**src/rtl/amo_pkg.sv**
```systemverilog
package amo_pkg;

   localparam int WORD_W = 64;
   localparam int HALF_W = 32;
   localparam int LANES  = WORD_W / HALF_W;

   typedef enum logic [3:0] {
      K_FETCH, K_FINC, K_FDEC, K_FCLR,
      K_STORE, K_INC, K_DEC, K_AND, K_OR,
      K_BAD
   } amo_kind_e;

   function automatic logic [WORD_W-1:0] amo_apply(amo_kind_e k,
                                                   logic [WORD_W-1:0] cur,
                                                   logic [WORD_W-1:0] opnd);
      logic [WORD_W-1:0] res;
      case (k)
         K_FINC, K_INC: res = cur + 1'b1;
         K_FDEC, K_DEC: res = cur - 1'b1;
         K_FCLR:        res = '0;
         K_STORE:       res = opnd;
         K_AND:         res = cur & opnd;
         K_OR:          res = cur | opnd;
         default:       res = cur;
      endcase
      return res;
   endfunction

   function automatic logic amo_modifies(amo_kind_e k);
      return (k != K_FETCH) && (k != K_BAD);
   endfunction

   function automatic logic amo_returns(amo_kind_e k);
      return (k == K_FETCH) || (k == K_FINC) || (k == K_FDEC) || (k == K_FCLR);
   endfunction

endpackage

```
**src/rtl/amo_decode.sv**
```systemverilog
module amo_decode
   import amo_pkg::*;
#(
   parameter int ADDR_W = 40,
   parameter int IDX_W  = 3
) (
   input  logic [ADDR_W-1:0] addr,
   input  logic              is_write,
   input  logic              dw,
   output amo_kind_e         kind,
   output logic              half,
   output logic [IDX_W-1:0]  idx,
   output logic              err
);
   localparam int IDX_LO  = 6;
   localparam int IDX_HI  = IDX_LO + IDX_W;
   localparam int OFS_TOP = 35;

   logic space_bad, align_bad, range_bad;

   always_comb begin
      case ({is_write, addr[5:3]})
         4'b0_000: kind = K_FETCH;
         4'b0_001: kind = K_FINC;
         4'b0_010: kind = K_FDEC;
         4'b0_011: kind = K_FCLR;
         4'b1_000: kind = K_STORE;
         4'b1_001: kind = K_INC;
         4'b1_010: kind = K_DEC;
         4'b1_011: kind = K_AND;
         4'b1_100: kind = K_OR;
         default:  kind = K_BAD;
      endcase
   end

   assign space_bad = (addr[37:36] != 2'b10);
   assign align_bad = dw ? (addr[2:0] != 3'b000) : (addr[1:0] != 2'b00);
   assign half      = addr[2];
   assign idx       = addr[IDX_LO +: IDX_W];

   generate
      if (IDX_HI <= OFS_TOP) begin : g_range
         assign range_bad = |addr[OFS_TOP:IDX_HI];
      end else begin : g_full
         assign range_bad = 1'b0;
      end
   endgenerate

   assign err = space_bad | align_bad | range_bad | (kind == K_BAD);

endmodule

```
**src/rtl/amo_alu.sv**
```systemverilog
module amo_alu
   import amo_pkg::*;
(
   input  amo_kind_e          kind,
   input  logic               dw,
   input  logic               half,
   input  logic [WORD_W-1:0]  old_val,
   input  logic [WORD_W-1:0]  opnd,
   output logic [WORD_W-1:0]  new_val,
   output logic [LANES-1:0]   lane_we,
   output logic [WORD_W-1:0]  ret_val
);
   logic [HALF_W-1:0] old_half;
   logic [WORD_W-1:0] full_res;
   logic [WORD_W-1:0] narrow_ext;
   logic [HALF_W-1:0] narrow_res;

   assign old_half   = half ? old_val[WORD_W-1:HALF_W] : old_val[HALF_W-1:0];
   assign full_res   = amo_apply(kind, old_val, opnd);
   assign narrow_ext = amo_apply(kind, {{(WORD_W-HALF_W){1'b0}}, old_half},
                                 {{(WORD_W-HALF_W){1'b0}}, opnd[HALF_W-1:0]});
   assign narrow_res = narrow_ext[HALF_W-1:0];

   always_comb begin
      if (dw) begin
         new_val = full_res;
         lane_we = amo_modifies(kind) ? {LANES{1'b1}} : '0;
         ret_val = amo_returns(kind) ? old_val : '0;
      end else begin
         new_val = {narrow_res, narrow_res};
         lane_we = '0;
         if (amo_modifies(kind)) lane_we[half] = 1'b1;
         ret_val = amo_returns(kind) ? {{(WORD_W-HALF_W){1'b0}}, old_half} : '0;
      end
   end

endmodule

```
**src/rtl/amo_store.sv**
```systemverilog
module amo_store
   import amo_pkg::*;
#(
   parameter int IDX_W = 3
) (
   input  logic              clk,
   input  logic              rst_n,
   input  logic              rd_en,
   input  logic [IDX_W-1:0]  rd_idx,
   output logic [WORD_W-1:0] rd_data,
   input  logic [LANES-1:0]  wr_lane,
   input  logic [IDX_W-1:0]  wr_idx,
   input  logic [WORD_W-1:0] wr_data
);
   localparam int DEPTH = 1 << IDX_W;

   generate
      for (genvar g = 0; g < LANES; g++) begin : g_lane
         logic [HALF_W-1:0] cells [DEPTH];
         logic [HALF_W-1:0] rd_q;

         always_ff @(posedge clk or negedge rst_n) begin
            if (!rst_n) begin
               for (int i = 0; i < DEPTH; i++) cells[i] <= '0;
               rd_q <= '0;
            end else begin
               if (wr_lane[g]) cells[wr_idx] <= wr_data[g*HALF_W +: HALF_W];
               if (rd_en)      rd_q <= cells[rd_idx];
            end
         end

         assign rd_data[g*HALF_W +: HALF_W] = rd_q;
      end
   endgenerate

endmodule

```
**src/rtl/amo_unit.sv**
```systemverilog
module amo_unit
   import amo_pkg::*;
#(
   parameter int ADDR_W = 40,
   parameter int IDX_W  = 3
) (
   input  logic              clk,
   input  logic              rst_n,
   input  logic              req_valid,
   output logic              req_ready,
   input  logic [ADDR_W-1:0] req_addr,
   input  logic              req_write,
   input  logic              req_dw,
   input  logic [63:0]       req_wdata,
   output logic              rsp_valid,
   input  logic              rsp_ready,
   output logic [63:0]       rsp_rdata,
   output logic              rsp_err
);
   generate
      if (ADDR_W < 38) begin : g_chk_addr
         $error("amo_unit: ADDR_W must cover the space field at bits 37:36");
      end
      if (IDX_W < 1 || IDX_W > 12) begin : g_chk_idx
         $error("amo_unit: IDX_W must be between 1 and 12");
      end
   endgenerate

   typedef enum logic [1:0] {S_IDLE, S_READ, S_RESP} state_e;

   state_e            state;
   amo_kind_e         dec_kind, cur_kind;
   logic              dec_half, dec_err;
   logic [IDX_W-1:0]  dec_idx, cur_idx;
   logic              cur_dw, cur_half, cur_write;
   logic [63:0]       cur_wdata;
   logic              accept;
   logic [63:0]       ram_rdata, alu_new, alu_ret;
   logic [LANES-1:0]  alu_we, ram_we;
   logic [63:0]       rsp_rdata_q;
   logic              rsp_err_q;

   assign req_ready = (state == S_IDLE);
   assign accept    = req_valid & req_ready;
   assign rsp_valid = (state == S_RESP);
   assign rsp_rdata = rsp_rdata_q;
   assign rsp_err   = rsp_err_q;

   amo_decode #(.ADDR_W(ADDR_W), .IDX_W(IDX_W)) u_dec (
      .addr(req_addr), .is_write(req_write), .dw(req_dw),
      .kind(dec_kind), .half(dec_half), .idx(dec_idx), .err(dec_err)
   );

   amo_alu u_alu (
      .kind(cur_kind), .dw(cur_dw), .half(cur_half),
      .old_val(ram_rdata), .opnd(cur_wdata),
      .new_val(alu_new), .lane_we(alu_we), .ret_val(alu_ret)
   );

   assign ram_we = (state == S_READ) ? alu_we : '0;

   amo_store #(.IDX_W(IDX_W)) u_mem (
      .clk(clk), .rst_n(rst_n),
      .rd_en(accept & ~dec_err), .rd_idx(dec_idx), .rd_data(ram_rdata),
      .wr_lane(ram_we), .wr_idx(cur_idx), .wr_data(alu_new)
   );

   always_ff @(posedge clk or negedge rst_n) begin
      if (!rst_n) begin
         state       <= S_IDLE;
         cur_kind    <= K_FETCH;
         cur_idx     <= '0;
         cur_dw      <= 1'b0;
         cur_half    <= 1'b0;
         cur_write   <= 1'b0;
         cur_wdata   <= '0;
         rsp_rdata_q <= '0;
         rsp_err_q   <= 1'b0;
      end else begin
         case (state)
            S_IDLE: if (accept) begin
               cur_kind  <= dec_kind;
               cur_idx   <= dec_idx;
               cur_dw    <= req_dw;
               cur_half  <= dec_half;
               cur_write <= req_write;
               cur_wdata <= req_wdata;
               if (dec_err) begin
                  rsp_rdata_q <= '0;
                  rsp_err_q   <= 1'b1;
                  state       <= S_RESP;
               end else begin
                  state       <= S_READ;
               end
            end
            S_READ: begin
               rsp_rdata_q <= alu_ret;
               rsp_err_q   <= 1'b0;
               state       <= S_RESP;
            end
            S_RESP: if (rsp_ready) state <= S_IDLE;
            default: state <= S_IDLE;
         endcase
      end
   end

endmodule

```
**config.mk**
```make
export PLATFORM = sky130hd
export DESIGN_NAME = amo_unit
export DESIGN_NICKNAME = d
export VERILOG_FILES = /design/src/rtl/amo_pkg.sv /design/src/rtl/amo_decode.sv /design/src/rtl/amo_alu.sv /design/src/rtl/amo_store.sv /design/src/rtl/amo_unit.sv
export SDC_FILE = /design/constraint.sdc
export NUM_CORES = 2
export LEC_CHECK = 0
export BUFFER_PORTS_ARGS = -buffer_cell sky130_fd_sc_hd__buf_2
export CAP_MARGIN = 40
export CORE_ASPECT_RATIO = 1.5
export CORE_MARGIN = 2
export CORE_UTILIZATION = 35
export CTS_BUF_LIST = sky130_fd_sc_hd__clkbuf_2
export DETAILED_ROUTE_END_ITERATION = 10
export GPL_ROUTABILITY_DRIVEN = 0
export PLACE_DENSITY = 0.6
export SLEW_MARGIN = 5
export SYNTH_ARGS = -nofsm -noshare
export SYNTH_HDL_FRONTEND = slang
export SYNTH_SLANG_ARGS = --single-unit
export TNS_END_PERCENT = 30
```
**constraint.sdc**
```tcl
create_clock -name clk -period 10.7 [get_ports clk]
set_input_delay 0 -clock clk [delete_from_list [all_inputs] [get_ports clk]]
set_output_delay 0 -clock clk [all_outputs]
set_load 0.005 [all_outputs]
```
==> results.py <==
metrics = {
    "outcome": {
        "status": "finished, final reports clean",
    },
    "die": {
        "dieHeight_um": 420,
        "die_x_um": 282,
        "coreArea_mm2": 0.114,
        "ios": 177,
        "start_util_pct": 35.3,
        "die-area_mm2": 0.118,
        "placement_rows": 152,
    },
    "critical_path": {
        "critPathMaxStageDelay_ns": 0.71,
        "cp_top_family": "simple AND/OR/NAND/NOR gates",
        "crit_required_ns": 12.09,
        "arrival_ns": 7.59,
        "cp_slowest_cell": "or4_1",
        "cp_num_buf_inv": 5,
        "reg2reg_depth": 18,
        "critical_path_depth": 18,
        "crit_type": "register to register",
        "crit_path_start_kind": "register",
        "cp_max_fo": 47,
        "crit_chain": "buf_4, inv_1, buf_4, nand2_1, buf_4, nor2_4, buf_4, ha_1, a21o_1, a31o_2, o2111ai_1, a21oi_1, nor2_1, a211oi_1, nor2_1, mux2i_1, or4_1, mux2_2",
        "cpMostUsedCell": "buf_4",
        "cp-end-kind": "register",
    },
    "clocking": {
        "cts_resized": 0,
        "post-cts-setup-buffer-count": 0,
        "root_buffer": "clkbuf_2",
        "clock_sinks": 716,
        "h-tree-depth": 4,
        "clk_pin_slew_worst_paths_ns": 0.14,
        "cts_tree": "yes",
        "clockBufferDepth": 3,
        "clk_latency_ns": 1.57,
        "numCtsBuffers": 161,
    },
    "pwr": {
        "power.density_mw_per_mm2": 134,
        "p_leak_nw": 22.2,
        "irDropWorstVdd_uv": 100,
    },
    "final_layout": {
        "instances_no_fill": 6216,
        "drive_above_1_share_pct": 22.1,
        "layout_commonest_cell": "dfrtp_1",
        "area_growth_pct": 18.5,
        "layout.nets": 4763,
        "final_cell_mix": "dfrtp_1, nand2_1, nor2_1, a21oi_1, o21ai_0",
        "fillers": 11100,
        "fin_util_pct": 41.9,
        "final-seq-area_mm2": 0.0179,
        "multiInputGateArea_mm2": 0.0213,
    },
    "sta": {
        "fin_setup_tns_ns": 0,
        "setup-violations-final": 0,
        "layout_min_cycle_time_ns": 6.20,
        "final.setup.worst_slack_ns": 4.50,
        "maxSlewViolCount": 0,
        "rsz0062_at_grt": "no",
        "hold_viol_final": 0,
        "fin_worst_skew_ns": 0.132,
        "whs_ns": 0.331,
        "max_freq_mhz": 161,
        "worstMarginPinSlew_ns": 1.08,
        "maxSlewHeadroom_pct": 27.7,
        "period_share_pct": 57.9,
    },
    "synth": {
        "syn_nets": 4293,
        "netlist_instances": 4076,
        "synth-seq-cells": 716,
        "yosysWarningCount": 0,
        "ys_top_cells_by_area": "dfrtp_1, mux2_2, mux4_2",
        "syn_area_per_cell_um2": 9.92,
        "synth_area_leader_cell": "dfrtp_1",
        "synth_edf_count": 0,
        "async_reset_ff_share_pct": 100,
        "ys_seq_area_share_pct": 44.3,
        "synth_top_cell_area_share_pct": 44.3,
        "ys_types": 81,
        "syn-cell-area_mm2": 0.0405,
        "ys.flop_type": "dfrtp_1",
    },
    "drt": {
        "first_pass_iters": 8,
        "postRouteWirelength_um": 149000,
        "viasPerCell": 5.76,
        "ant_nets": 0,
        "drcViolationCount": 0,
        "wl_per_cell_um": 24.0,
        "num_vias": 35800,
        "dr.first_iter.drc_count": 3617,
    },
    "placement": {
        "dpl.hpwl_um": 96900,
        "post-place-ws_ns": 4.70,
        "placedCellCount": 5641,
        "port_buffers": 174,
    },
    "global_routing": {
        "antenna_found_initial": 7,
        "overflow": 0,
        "grt_max_degree": 169,
        "grt_pass1_wl_um": 223000,
        "track_usage_pct": 25.2,
        "grt_pass1_vias": 36000,
    },
    "run": {
        "drv_cap": 0,
    },
    "hold_path": {
        "worstHoldPathCells": 8,
        "hp-class": "input port to register",
    },
}
## flip-flops by register name, indices dropped and copies added, names as in the netlist
| name | flops |
|---|---|
| rsp_rdata | 64 |
| cur_kind | 4 |
| cur_idx | 3 |
| cur_dw | 1 |
| state | 2 |
| cur_wdata | 64 |
| rsp_err | 1 |
| u_mem.g_lane.cells | 512 |
| u_mem.g_lane.rd_q | 64 |
| cur_half | 1 |
## layer usage
metal / vias to the layer above / GRT usage (%) / part of all wire [%]
met1: 17600 / 28.8 / 37
met4: 2 / 20.2 / 9.0
met2: 1672 / 40.7 / 46
met3: 532 / 5.33 / 7.4
li1: 16000 / - / -
met5: - / 0 / 0.0060
## area by class of cell
class	count	area share (%)
inverter	60	0.470
clock inverter	57	0.794
sequential	716	37.4
timing repair buffer	591	10.4
clock buffer	227	2.37
multi-input combinational	3016	44.5
tap	1540	4.02
antenna	9	0.0470
## logic make-up (layout without fill, tap and decap cells)
group,Yosys count,in the layout,synth area share (%)
AOI/OAI and AO/OA,1237,1237,18.8
and+or+nand+nor,1090,1090,11.3
DFF,716,716,44.3
muxes,510,510,17.4
buffers and inverters,344,935,3.23
adders and majority gates,107,107,3.35
xor gates and xnor gates,72,72,1.56
other,0,9,0
## synth_stat cells, drive strengths merged, types with 11 or more instances
master and instances:
mux4 128, nor3 65, o22ai 47, nand4 30
mux2i 109, o21bai 14, a211oi 32, o211ai 21
and3 17, nand2b 25, ha 105, o31ai 78
a221oi 35, dfrtp 716, xor2 29, o21a 22
a22o 33, mux2 273, inv 60, nand3 28
clkbuf 236, o221ai 19, a21boi 12, o21ai 360
a31oi 63, nand2 473, a21oi 373, or3 11
nor2 387, a21o 61, buf 48, xnor2 43
## worst paths after layout
kind	start	slack, ns	to
min in group asynchronous	rst_n	0.79	u_mem.g_lane[1].cells[35]
setup reg to reg	cur_kind[3]	4.50	u_mem.g_lane[1].cells[127]
hold reg to reg	u_mem.g_lane[1].cells[102]	0.48	u_mem.g_lane[1].cells[102]
setup / recovery	cur_kind[3]	4.50	u_mem.g_lane[1].cells[127]
hold / removal	req_addr[10]	0.33	state[0]
max in group asynchronous	rst_n	7.55	u_mem.g_lane[0].cells[55]
## timing repair
action	in CTS	in global routing
setup endpoints to repair	0	0
hold buffers	276	0
hold endpoints to repair	727	0
## power by group
part	switching (mW)	internal (mW)	leakage [nW]
Combinational	1.17	0.561	11.2
Sequential	0.110	2.76	9.84
Clock	1.15	0.680	1.11
## tightest hold or removal path, stage by stage
cell and delay (ns):
buf_2 0.08, nor4_1 0.04, nand4_1 0.07, nor3_1 0.09, dlygate4sd3_1 0.57, dlygate4sd3_1 0.58, and2_4 0.16, buf_16 0.17
## through the flow
step,power (mW),cell area (µm²)
5_1_grt,6.71,47900
2_1_floorplan,3.71,40500
3_3_place_gp,4.37,43200
4_1_cts,6.41,47900
3_5_place_dp,4.42,43500
6_report,6.43,47900
(Power assumes the default switching activity.)
